$ cat src/rtl/dma_seq_pkg.sv
package dma_seq_pkg;

    typedef enum logic [1:0] {
        SZ_BYTE = 2'd0,
        SZ_HALF = 2'd1,
        SZ_WORD = 2'd2,
        SZ_RSVD = 2'd3
    } xfer_size_e;

    typedef struct packed {
        logic half;
        logic done;
        logic err;
    } flag_t;

    function automatic logic [2:0] size_step(xfer_size_e s);
        case (s)
            SZ_BYTE: return 3'd1;
            SZ_HALF: return 3'd2;
            SZ_WORD: return 3'd4;
            default: return 3'd0;
        endcase
    endfunction

    function automatic logic size_ok(logic [1:0] lo, xfer_size_e s);
        case (s)
            SZ_BYTE: return 1'b1;
            SZ_HALF: return ~lo[0];
            SZ_WORD: return lo == 2'b00;
            default: return 1'b0;
        endcase
    endfunction

endpackage

$ cat src/rtl/dma_seq_addr.sv
module dma_seq_addr
    import dma_seq_pkg::*;
#(
    parameter int ADDR_W = 32
) (
    input  logic              clk,
    input  logic              rst_n,
    input  logic              load_i,
    input  logic [ADDR_W-1:0] base_i,
    input  logic [1:0]        size_i,
    input  logic              inc_i,
    input  logic              step_i,
    input  logic              rewind_i,
    output logic [ADDR_W-1:0] addr_o,
    output logic [1:0]        size_o
);

    typedef struct packed {
        logic [ADDR_W-1:0] base;
        logic [ADDR_W-1:0] cur;
        xfer_size_e        size;
        logic              inc;
    } addr_st_t;

    addr_st_t st_d, st_q;

    always_comb begin
        st_d = st_q;
        if (load_i) begin
            st_d.base = base_i;
            st_d.cur  = base_i;
            st_d.size = xfer_size_e'(size_i);
            st_d.inc  = inc_i;
        end else if (rewind_i) begin
            st_d.cur = st_q.base;
        end else if (step_i && st_q.inc) begin
            st_d.cur = st_q.cur + ADDR_W'(size_step(st_q.size));
        end
    end

    always_ff @(posedge clk or negedge rst_n) begin
        if (!rst_n) st_q <= '0;
        else        st_q <= st_d;
    end

    assign addr_o = st_q.cur;
    assign size_o = st_q.size;


    addr_step_chk: assert property (@(posedge clk) disable iff (!rst_n)
        (step_i && st_q.inc && !load_i && !rewind_i)
        |=> (addr_o == $past(addr_o) + ADDR_W'(size_step($past(st_q.size)))));


    addr_hold_chk: assert property (@(posedge clk) disable iff (!rst_n)
        (!step_i && !load_i && !rewind_i) |=> $stable(addr_o));

endmodule

$ cat src/rtl/dma_seq_count.sv
module dma_seq_count #(
    parameter int CNT_W = 16,
    localparam int TOT_W = CNT_W + 1
) (
    input  logic             clk,
    input  logic             rst_n,
    input  logic             arm_i,
    input  logic [CNT_W-1:0] count_i,
    input  logic             circ_i,
    input  logic             beat_i,
    output logic [TOT_W-1:0] rem_o,
    output logic             half_o,
    output logic             last_o
);

    typedef struct packed {
        logic [TOT_W-1:0] total;
        logic [TOT_W-1:0] rem;
    } cnt_st_t;

    cnt_st_t          st_d, st_q;
    logic [TOT_W-1:0] total_in;
    logic [TOT_W-1:0] rem_m1;

    always_comb begin
        total_in = (count_i == '0) ? (TOT_W'(1) << CNT_W) : {1'b0, count_i};
        rem_m1   = st_q.rem - TOT_W'(1);
        last_o   = beat_i && (st_q.rem == TOT_W'(1));
        half_o   = beat_i && (rem_m1 == (st_q.total >> 1));
        st_d     = st_q;
        if (arm_i) begin
            st_d.total = total_in;
            st_d.rem   = total_in;
        end else if (beat_i) begin
            st_d.rem = (last_o && circ_i) ? st_q.total : rem_m1;
        end
    end

    always_ff @(posedge clk or negedge rst_n) begin
        if (!rst_n) st_q <= '0;
        else        st_q <= st_d;
    end

    assign rem_o = st_q.rem;


    count_step_chk: assert property (@(posedge clk) disable iff (!rst_n)
        (beat_i && !arm_i && !last_o) |=> (rem_o == $past(rem_o) - TOT_W'(1)));


    count_hold_chk: assert property (@(posedge clk) disable iff (!rst_n)
        (!beat_i && !arm_i) |=> $stable(rem_o));

endmodule

$ cat src/rtl/dma_seq_flags.sv
module dma_seq_flags
    import dma_seq_pkg::*;
(
    input  logic clk,
    input  logic rst_n,
    input  logic set_half_i,
    input  logic set_done_i,
    input  logic set_err_i,
    input  logic clr_half_i,
    input  logic clr_done_i,
    input  logic clr_err_i,
    input  logic ie_half_i,
    input  logic ie_done_i,
    input  logic ie_err_i,
    output logic half_o,
    output logic done_o,
    output logic err_o,
    output logic irq_o
);

    flag_t fl_d, fl_q;

    always_comb begin
        fl_d.half = (fl_q.half && !clr_half_i) || set_half_i;
        fl_d.done = (fl_q.done && !clr_done_i) || set_done_i;
        fl_d.err  = (fl_q.err  && !clr_err_i)  || set_err_i;
    end

    always_ff @(posedge clk or negedge rst_n) begin
        if (!rst_n) fl_q <= '0;
        else        fl_q <= fl_d;
    end

    assign half_o = fl_q.half;
    assign done_o = fl_q.done;
    assign err_o  = fl_q.err;
    assign irq_o  = (fl_q.half && ie_half_i) || (fl_q.done && ie_done_i)
                 || (fl_q.err && ie_err_i);


    flag_set_wins_chk: assert property (@(posedge clk) disable iff (!rst_n)
        set_done_i |=> done_o);


    flag_clear_chk: assert property (@(posedge clk) disable iff (!rst_n)
        (clr_half_i && !set_half_i) |=> !half_o);


    flag_sticky_chk: assert property (@(posedge clk) disable iff (!rst_n)
        (err_o && !clr_err_i) |=> err_o);

endmodule

$ cat src/rtl/dma_xfer_seq.sv
module dma_xfer_seq
    import dma_seq_pkg::*;
#(
    parameter int ADDR_W = 32,
    parameter int CNT_W  = 16,
    localparam int TOT_W = CNT_W + 1,
    localparam int SIDES = 2
) (
    input  logic              clk,
    input  logic              rst_n,
    input  logic              arm_i,
    input  logic [ADDR_W-1:0] src_base_i,
    input  logic [ADDR_W-1:0] dst_base_i,
    input  logic [CNT_W-1:0]  count_i,
    input  logic [1:0]        src_size_i,
    input  logic [1:0]        dst_size_i,
    input  logic              src_inc_i,
    input  logic              dst_inc_i,
    input  logic              circ_i,
    input  logic              ie_half_i,
    input  logic              ie_done_i,
    input  logic              ie_err_i,
    input  logic              clr_half_i,
    input  logic              clr_done_i,
    input  logic              clr_err_i,
    input  logic              beat_gnt_i,
    input  logic              beat_err_i,
    output logic              beat_req_o,
    output logic [ADDR_W-1:0] rd_addr_o,
    output logic [1:0]        rd_size_o,
    output logic [ADDR_W-1:0] wr_addr_o,
    output logic [1:0]        wr_size_o,
    output logic [TOT_W-1:0]  remain_o,
    output logic              half_flag_o,
    output logic              done_flag_o,
    output logic              err_flag_o,
    output logic              irq_o
);

    typedef struct packed {
        logic active;
        logic circ;
    } ctl_st_t;

    ctl_st_t ctl_d, ctl_q;

    logic accept, cfg_ok, start, bad_arm, beat_ok, beat_bad;
    logic half_hit, last_hit, rewind;

    logic [ADDR_W-1:0] side_base [SIDES];
    logic [1:0]        side_size [SIDES];
    logic              side_inc  [SIDES];
    logic [ADDR_W-1:0] side_addr [SIDES];
    logic [1:0]        side_szo  [SIDES];

    always_comb begin
        accept   = arm_i && !ctl_q.active;
        cfg_ok   = size_ok(src_base_i[1:0], xfer_size_e'(src_size_i))
                && size_ok(dst_base_i[1:0], xfer_size_e'(dst_size_i));
        start    = accept && cfg_ok;
        bad_arm  = accept && !cfg_ok;
        beat_ok  = ctl_q.active && beat_gnt_i && !beat_err_i;
        beat_bad = ctl_q.active && beat_gnt_i && beat_err_i;
        rewind   = last_hit && ctl_q.circ;

        ctl_d = ctl_q;
        if (start) begin
            ctl_d.active = 1'b1;
            ctl_d.circ   = circ_i;
        end else if (beat_bad) begin
            ctl_d.active = 1'b0;
        end else if (last_hit && !ctl_q.circ) begin
            ctl_d.active = 1'b0;
        end
    end

    always_ff @(posedge clk or negedge rst_n) begin
        if (!rst_n) ctl_q <= '0;
        else        ctl_q <= ctl_d;
    end

    assign side_base[0] = src_base_i;
    assign side_base[1] = dst_base_i;
    assign side_size[0] = src_size_i;
    assign side_size[1] = dst_size_i;
    assign side_inc[0]  = src_inc_i;
    assign side_inc[1]  = dst_inc_i;

    for (genvar g = 0; g < SIDES; g++) begin : g_side
        dma_seq_addr #(.ADDR_W(ADDR_W)) u_addr (
            .clk      (clk),
            .rst_n    (rst_n),
            .load_i   (start),
            .base_i   (side_base[g]),
            .size_i   (side_size[g]),
            .inc_i    (side_inc[g]),
            .step_i   (beat_ok),
            .rewind_i (rewind),
            .addr_o   (side_addr[g]),
            .size_o   (side_szo[g])
        );
    end

    assign rd_addr_o = side_addr[0];
    assign rd_size_o = side_szo[0];
    assign wr_addr_o = side_addr[1];
    assign wr_size_o = side_szo[1];

    dma_seq_count #(.CNT_W(CNT_W)) u_count (
        .clk     (clk),
        .rst_n   (rst_n),
        .arm_i   (start),
        .count_i (count_i),
        .circ_i  (ctl_q.circ),
        .beat_i  (beat_ok),
        .rem_o   (remain_o),
        .half_o  (half_hit),
        .last_o  (last_hit)
    );

    dma_seq_flags u_flags (
        .clk        (clk),
        .rst_n      (rst_n),
        .set_half_i (half_hit),
        .set_done_i (last_hit),
        .set_err_i  (beat_bad || bad_arm),
        .clr_half_i (clr_half_i),
        .clr_done_i (clr_done_i),
        .clr_err_i  (clr_err_i),
        .ie_half_i  (ie_half_i),
        .ie_done_i  (ie_done_i),
        .ie_err_i   (ie_err_i),
        .half_o     (half_flag_o),
        .done_o     (done_flag_o),
        .err_o      (err_flag_o),
        .irq_o      (irq_o)
    );

    assign beat_req_o = ctl_q.active;


    running_nonzero_chk: assert property (@(posedge clk) disable iff (!rst_n)
        beat_req_o |-> (remain_o != '0));


    linear_stop_chk: assert property (@(posedge clk) disable iff (!rst_n)
        (last_hit && !ctl_q.circ) |=> !beat_req_o);


    circ_reload_chk: assert property (@(posedge clk) disable iff (!rst_n)
        rewind |=> (beat_req_o && remain_o != '0));


    bus_err_stop_chk: assert property (@(posedge clk) disable iff (!rst_n)
        (beat_req_o && beat_gnt_i && beat_err_i)
        |=> (!beat_req_o && err_flag_o && $stable(remain_o)));


    bad_cfg_chk: assert property (@(posedge clk) disable iff (!rst_n)
        bad_arm |=> (!beat_req_o && err_flag_o));


    rearm_ignored_chk: assert property (@(posedge clk) disable iff (!rst_n)
        (beat_req_o && arm_i && !beat_gnt_i)
        |=> ($stable(remain_o) && $stable(rd_addr_o) && $stable(wr_addr_o)));

endmodule

$ cat config.mk
export PLATFORM = sky130hd
export DESIGN_NAME = dma_xfer_seq
export DESIGN_NICKNAME = d
export VERILOG_FILES = /design/src/rtl/dma_seq_pkg.sv /design/src/rtl/dma_seq_addr.sv /design/src/rtl/dma_seq_count.sv /design/src/rtl/dma_seq_flags.sv /design/src/rtl/dma_xfer_seq.sv
export SDC_FILE = /design/constraint.sdc
export NUM_CORES = 1
export LEC_CHECK = 0
export ABC_CLOCK_PERIOD_IN_PS = 2200
export BUFFER_PORTS_ARGS = -buffer_cell sky130_fd_sc_hd__buf_2
export CORE_MARGIN = 10
export CORE_UTILIZATION = 44
export CTS_BUF_LIST = sky130_fd_sc_hd__clkbuf_8
export CTS_CLUSTER_DIAMETER = 40
export DETAILED_ROUTE_END_ITERATION = 12
export PLACE_DENSITY = 0.66
export SLEW_MARGIN = 0
export SYNTH_ARGS = -nofsm -noshare
export SYNTH_HDL_FRONTEND = slang
export SYNTH_SLANG_ARGS = --single-unit
$ cat constraint.sdc
create_clock -name clk -period 2.2 [get_ports clk]
set_input_delay 0.44 -clock clk [delete_from_list [all_inputs] [get_ports clk]]
set_output_delay 0.44 -clock clk [all_outputs]
set_load 0.01 [all_outputs]
==> flow_results.xml <==
<?xml version="1.0" encoding="UTF-8"?>
<metrics>
  <group name="layout">
    <metric name="multiInputGateArea" unit="um^2">5710</metric>
    <metric name="num_antenna_cells" unit="">0</metric>
    <metric name="area_growth_syn_to_layout" unit="%">33.1</metric>
    <metric name="fillerInstances" unit="">2049</metric>
    <metric name="proportion_of_layout_cells_with_a_drive_suffix_above_1" unit="%">35.2</metric>
    <metric name="layout.nets" unit="">1611</metric>
    <metric name="seqCellArea" unit="um^2">4330</metric>
  </group>
  <group name="logic_synthesis">
    <metric name="synth-edff-count" unit="">0</metric>
    <metric name="seq_area_frac_synth" unit="%">41.6</metric>
    <metric name="synth_top_cell_area_share" unit="%">41.6</metric>
    <metric name="synth.top_cells.by_count" unit="">sky130_fd_sc_hd__nand2_1, sky130_fd_sc_hd__dfrtp_1, sky130_fd_sc_hd__buf_4</metric>
    <metric name="syn-instance-count" unit="">1259</metric>
    <metric name="synth_flop_cell" unit="">sky130_fd_sc_hd__dfrtp_1</metric>
    <metric name="ys.warnings.count" unit="">0</metric>
    <metric name="synthesis.area" unit="um^2">10400</metric>
    <metric name="synth_top_area_cell" unit="">sky130_fd_sc_hd__dfrtp_1</metric>
    <metric name="yosys.cell_types.count" unit="">70</metric>
    <metric name="synth_seq_cells" unit="">173</metric>
    <metric name="synth_fp_nets" unit="">1367</metric>
    <metric name="ys_async_sr_fraction" unit="%">100</metric>
    <metric name="mean_instance_size_in_the_synthesized_netlist" unit="um^2">8.26</metric>
    <metric name="netlist_top_cells_area" unit="">sky130_fd_sc_hd__dfrtp_1, sky130_fd_sc_hd__nand2_1, sky130_fd_sc_hd__buf_4</metric>
    <metric name="synth_most_common_cell" unit="">sky130_fd_sc_hd__nand2_1</metric>
  </group>
  <group name="place">
    <metric name="io_buffer_count" unit="">187</metric>
    <metric name="globalplace.congestion" unit="">0.942</metric>
    <metric name="detailedPlacementHpwl" unit="mm">25.2</metric>
  </group>
  <group name="worst_hold_path">
    <metric name="hold_crit_path_type" unit="">primary input to flop</metric>
    <metric name="worst_hold_startpoint" unit="">clr_done_i</metric>
    <metric name="worstHoldPathCells" unit="">2</metric>
    <metric name="hold_end" unit="">u_flags.done_o</metric>
  </group>
  <group name="die">
    <metric name="placeableCoreArea" unit="um^2">23300</metric>
    <metric name="die_height" unit="um">174</metric>
    <metric name="start_util" unit="%">44.6</metric>
    <metric name="floorplan.die_area" unit="um^2">30200</metric>
    <metric name="num_io_pins" unit="">188</metric>
    <metric name="fp.dieW" unit="um">174</metric>
    <metric name="rows" unit="">56</metric>
  </group>
  <group name="sta">
    <metric name="finalSetupViolCount" unit="">83</metric>
    <metric name="max_slew.worst_pin.slew" unit="ns">0.602</metric>
    <metric name="setup_tns" unit="ns">-11.89</metric>
    <metric name="timing.final.crit_period" unit="ns">2.45</metric>
    <metric name="rsz0062_at_grt" unit="">yes</metric>
    <metric name="largest_clock_skew_in_the_final_design" unit="ns">0.0194</metric>
    <metric name="timing.hold.ws" unit="ns">0.146</metric>
    <metric name="timing.final.ws_setup" unit="ns">-0.252</metric>
    <metric name="max_freq" unit="GHz">0.408</metric>
    <metric name="finalCritPeriodShare" unit="%">111</metric>
    <metric name="hold_violations" unit="">0</metric>
    <metric name="max_slew_margin" unit="%">59.7</metric>
    <metric name="slew_viol_final" unit="">0</metric>
  </group>
  <group name="critical_path">
    <metric name="timing.rr.end" unit="">g_side[0].u_addr.addr_o[10]</metric>
    <metric name="timing.setup.critical_path_class" unit="">flop to flop</metric>
    <metric name="depth_of_the_worst_register_to_register_path" unit="">10</metric>
    <metric name="critical-path-top-cell-by-count" unit="">sky130_fd_sc_hd__buf_4</metric>
    <metric name="reg2reg_slack" unit="ns">-0.25</metric>
    <metric name="worst_path_max_delay_cell" unit="">sky130_fd_sc_hd__or4_4</metric>
    <metric name="crit_path_cells" unit="">or4_4 &gt; buf_6 &gt; nor4_4 &gt; buf_4 &gt; nand3_2 &gt; buf_12 &gt; buf_4 &gt; nand3_1 &gt; o211ai_1 &gt; a21oi_1</metric>
    <metric name="critPathLaunchType" unit="">flop</metric>
    <metric name="worst-endpoint-required" unit="ns">2.59</metric>
    <metric name="slowest_delay" unit="ns">0.59</metric>
    <metric name="cp_max_fo" unit="">22</metric>
    <metric name="setup.worst_path.end_class" unit="">flop</metric>
    <metric name="arrival" unit="ns">2.84</metric>
    <metric name="critical_path.reg2reg.startpoint" unit="">u_count.rem_o[6]</metric>
  </group>
  <group name="global_routing">
    <metric name="grt_antenna_before_repair" unit="">0</metric>
    <metric name="groute.usage.overall" unit="%">22.3</metric>
    <metric name="grt_start_max_net_pins" unit="">47</metric>
    <metric name="grt_overflow" unit="">0</metric>
    <metric name="grt_first_pass_wirelength" unit="mm">55.5</metric>
    <metric name="number_of_global_route_vias_before_repair" unit="">10200</metric>
  </group>
  <group name="drt">
    <metric name="vias" unit="">10400</metric>
    <metric name="route.antenna.remaining_nets" unit="">0</metric>
    <metric name="detail_route.first_pass.iterations" unit="">7</metric>
    <metric name="route.detailed.wl_per_inst" unit="um">19.7</metric>
    <metric name="drt-total-wl" unit="mm">36.2</metric>
    <metric name="post-route-drc-count" unit="">0</metric>
    <metric name="detailed_route_vias_per_instance" unit="">5.66</metric>
    <metric name="drtIter0Drc" unit="">867</metric>
  </group>
  <group name="clock_tree">
    <metric name="clk_latency" unit="ns">0.46</metric>
    <metric name="tritoncts" unit="">done</metric>
    <metric name="cts_h_tree_depth" unit="">4</metric>
    <metric name="worst_setup_hold_path_clk_slew" unit="ns">0.11</metric>
    <metric name="cts_max_path_bufs" unit="">2</metric>
    <metric name="cts_sinks" unit="">173</metric>
    <metric name="clockRootBuffer" unit="">sky130_fd_sc_hd__clkbuf_8</metric>
    <metric name="cts_buffer_count" unit="">17</metric>
  </group>
  <group name="outcome">
    <metric name="run_status" unit="">complete, but fails checks</metric>
    <metric name="violations" unit="">setup timing</metric>
  </group>
  <group name="pwr">
    <metric name="maximum_vdd_drop" unit="mV">0.613</metric>
    <metric name="combinationalPowerShare" unit="%">40.3</metric>
    <metric name="clock_power_share" unit="%">19.5</metric>
    <metric name="p_switching" unit="uW">4760</metric>
    <metric name="power.internal" unit="uW">7290</metric>
    <metric name="power.density" unit="nW/um^2">871</metric>
    <metric name="leak_pwr" unit="uW">0.00644</metric>
    <metric name="share_seq_of_total_power" unit="%">40.2</metric>
    <metric name="switching_share" unit="%">39.5</metric>
  </group>
  <group name="job">
    <metric name="cap_viol_max_count" unit="">0</metric>
  </group>
</metrics>
[cell usage in the layout, fill, tap and decap left out, types with 19 or more instances in the layout]
master	instances
sky130_fd_sc_hd__o21ai_1	29
sky130_fd_sc_hd__xnor2_1	19
sky130_fd_sc_hd__nand4_1	20
sky130_fd_sc_hd__dfrtp_1	173
sky130_fd_sc_hd__buf_2	186
sky130_fd_sc_hd__o21ai_0	39
sky130_fd_sc_hd__xor2_1	26
sky130_fd_sc_hd__buf_12	23
sky130_fd_sc_hd__a21oi_1	38
sky130_fd_sc_hd__buf_4	144
sky130_fd_sc_hd__nor2_1	50
sky130_fd_sc_hd__nand3_1	27
sky130_fd_sc_hd__nand2_1	320
sky130_fd_sc_hd__buf_6	21
sky130_fd_sc_hd__a31oi_1	33
[power by group through the flow]
stage                     Sequential (uW)  Combinational (uW)  Clock (uW)
after floorplan                      4670                3070           0
after global placement               4820                4140           0
after detailed placement             4840                4230           0
after CTS                            4790                4420        2410
after global routing                 4960                5340        2510
final                                4850                4850        2350
[final cells by class]
class	count	area share, %
Inverter	18	0.488
Clock inverter	15	1.20
Multi-Input combinational cell	908	41.3
Tap cell	319	2.88
Timing Repair Buffer	385	21.2
Sequential cell	173	31.3
Clock buffer	17	1.69
[how the worst max path moves through the flow]
stage	startpoint	to	slack, ns	cells past startpoint
after floorplan	g_side[1].u_addr.size_o[1]	g_side[1].u_addr.addr_o[18]	-0.13	10
after global placement	u_count.rem_o[5]	u_flags.half_o	-0.36	8
after detailed placement	u_count.rem_o[1]	u_flags.half_o	-0.32	10
after CTS	u_count.rem_o[1]	g_side[1].u_addr.addr_o[11]	-0.25	10
after global routing	u_count.rem_o[6]	g_side[0].u_addr.addr_o[10]	-0.36	10
final	u_count.rem_o[6]	g_side[0].u_addr.addr_o[10]	-0.25	10
[cells by family (layout without fill, tap and decap cells)]
group                      count (synthesis)  in the layout  synth area share [%]
AOI/OAI and AO/OA                        283            283                  18.0
adders and majority gates                 10             10                  1.35
muxes                                      6              6                 0.578
buffers and inverters                    178            435                  9.76
DFF                                      173            173                  41.6
xor gates and xnor gates                  46             46                  3.87
and+or+nand+nor                          563            563                  24.8
[repair_timing]
item / in CTS / in global routing
buffers inserted: 11 / 23
hold buffers: 1 / 0
hold endpoints to repair: 38 / 0
pin swaps: 17 / 64
resized for setup: 49 / 129
setup endpoints to repair: 82 / 83
cloned: 1 / 7
[worst max-delay path: cells and delay by family, from the launching register on]
kind	cells	cell delay (ns)
simple gates	4	1.05
buf+inv	4	0.68
compound gates	2	0.24
flops	1	0.39
[layer usage]
layer  share of wire, %  track usage (%)  wire, um  up-vias
met2                 48             37.0     17300      403
li1                   -                -         -     4837
met3                6.1             4.47      2210       61
met1                 44             29.1     15800     5083
met5                  0                0         0        -
met4                2.5             5.99       893        0
[state kept, by name, indices dropped and copies added, names as in the netlist]
name / flops
ctl_q: 1
g_side.u_addr.addr_o: 64
u_flags.half_o: 1
g_side.u_addr.st_q: 66
u_count.rem_o: 17
u_flags.done_o: 1
u_flags.err_o: 1
u_count.st_q: 17
g_side.u_addr.size_o: 4
beat_req_o: 1
[through the flow]
| stage | std cells | setup WS, ns | total power, uW | util, % | cell area [um^2] |
|---|---|---|---|---|---|
| 6_report | 1835 | -0.252 | 12000 | 59.3 | 13800 |
| 5_1_grt | 1835 | -0.358 | 12800 | 59.3 | 13800 |
| 4_1_cts | 1805 | -0.248 | 11600 | 55.8 | 13000 |
| 3_5_place_dp | 1761 | -0.319 | 9070 | 52.7 | 12300 |
| 3_3_place_gp | 1761 | -0.362 | 8960 | 52.7 | 12300 |
| 2_1_floorplan | 1259 | -0.132 | 7740 | - | 10500 |
Note: power is estimated with default switching activity, not from simulation.
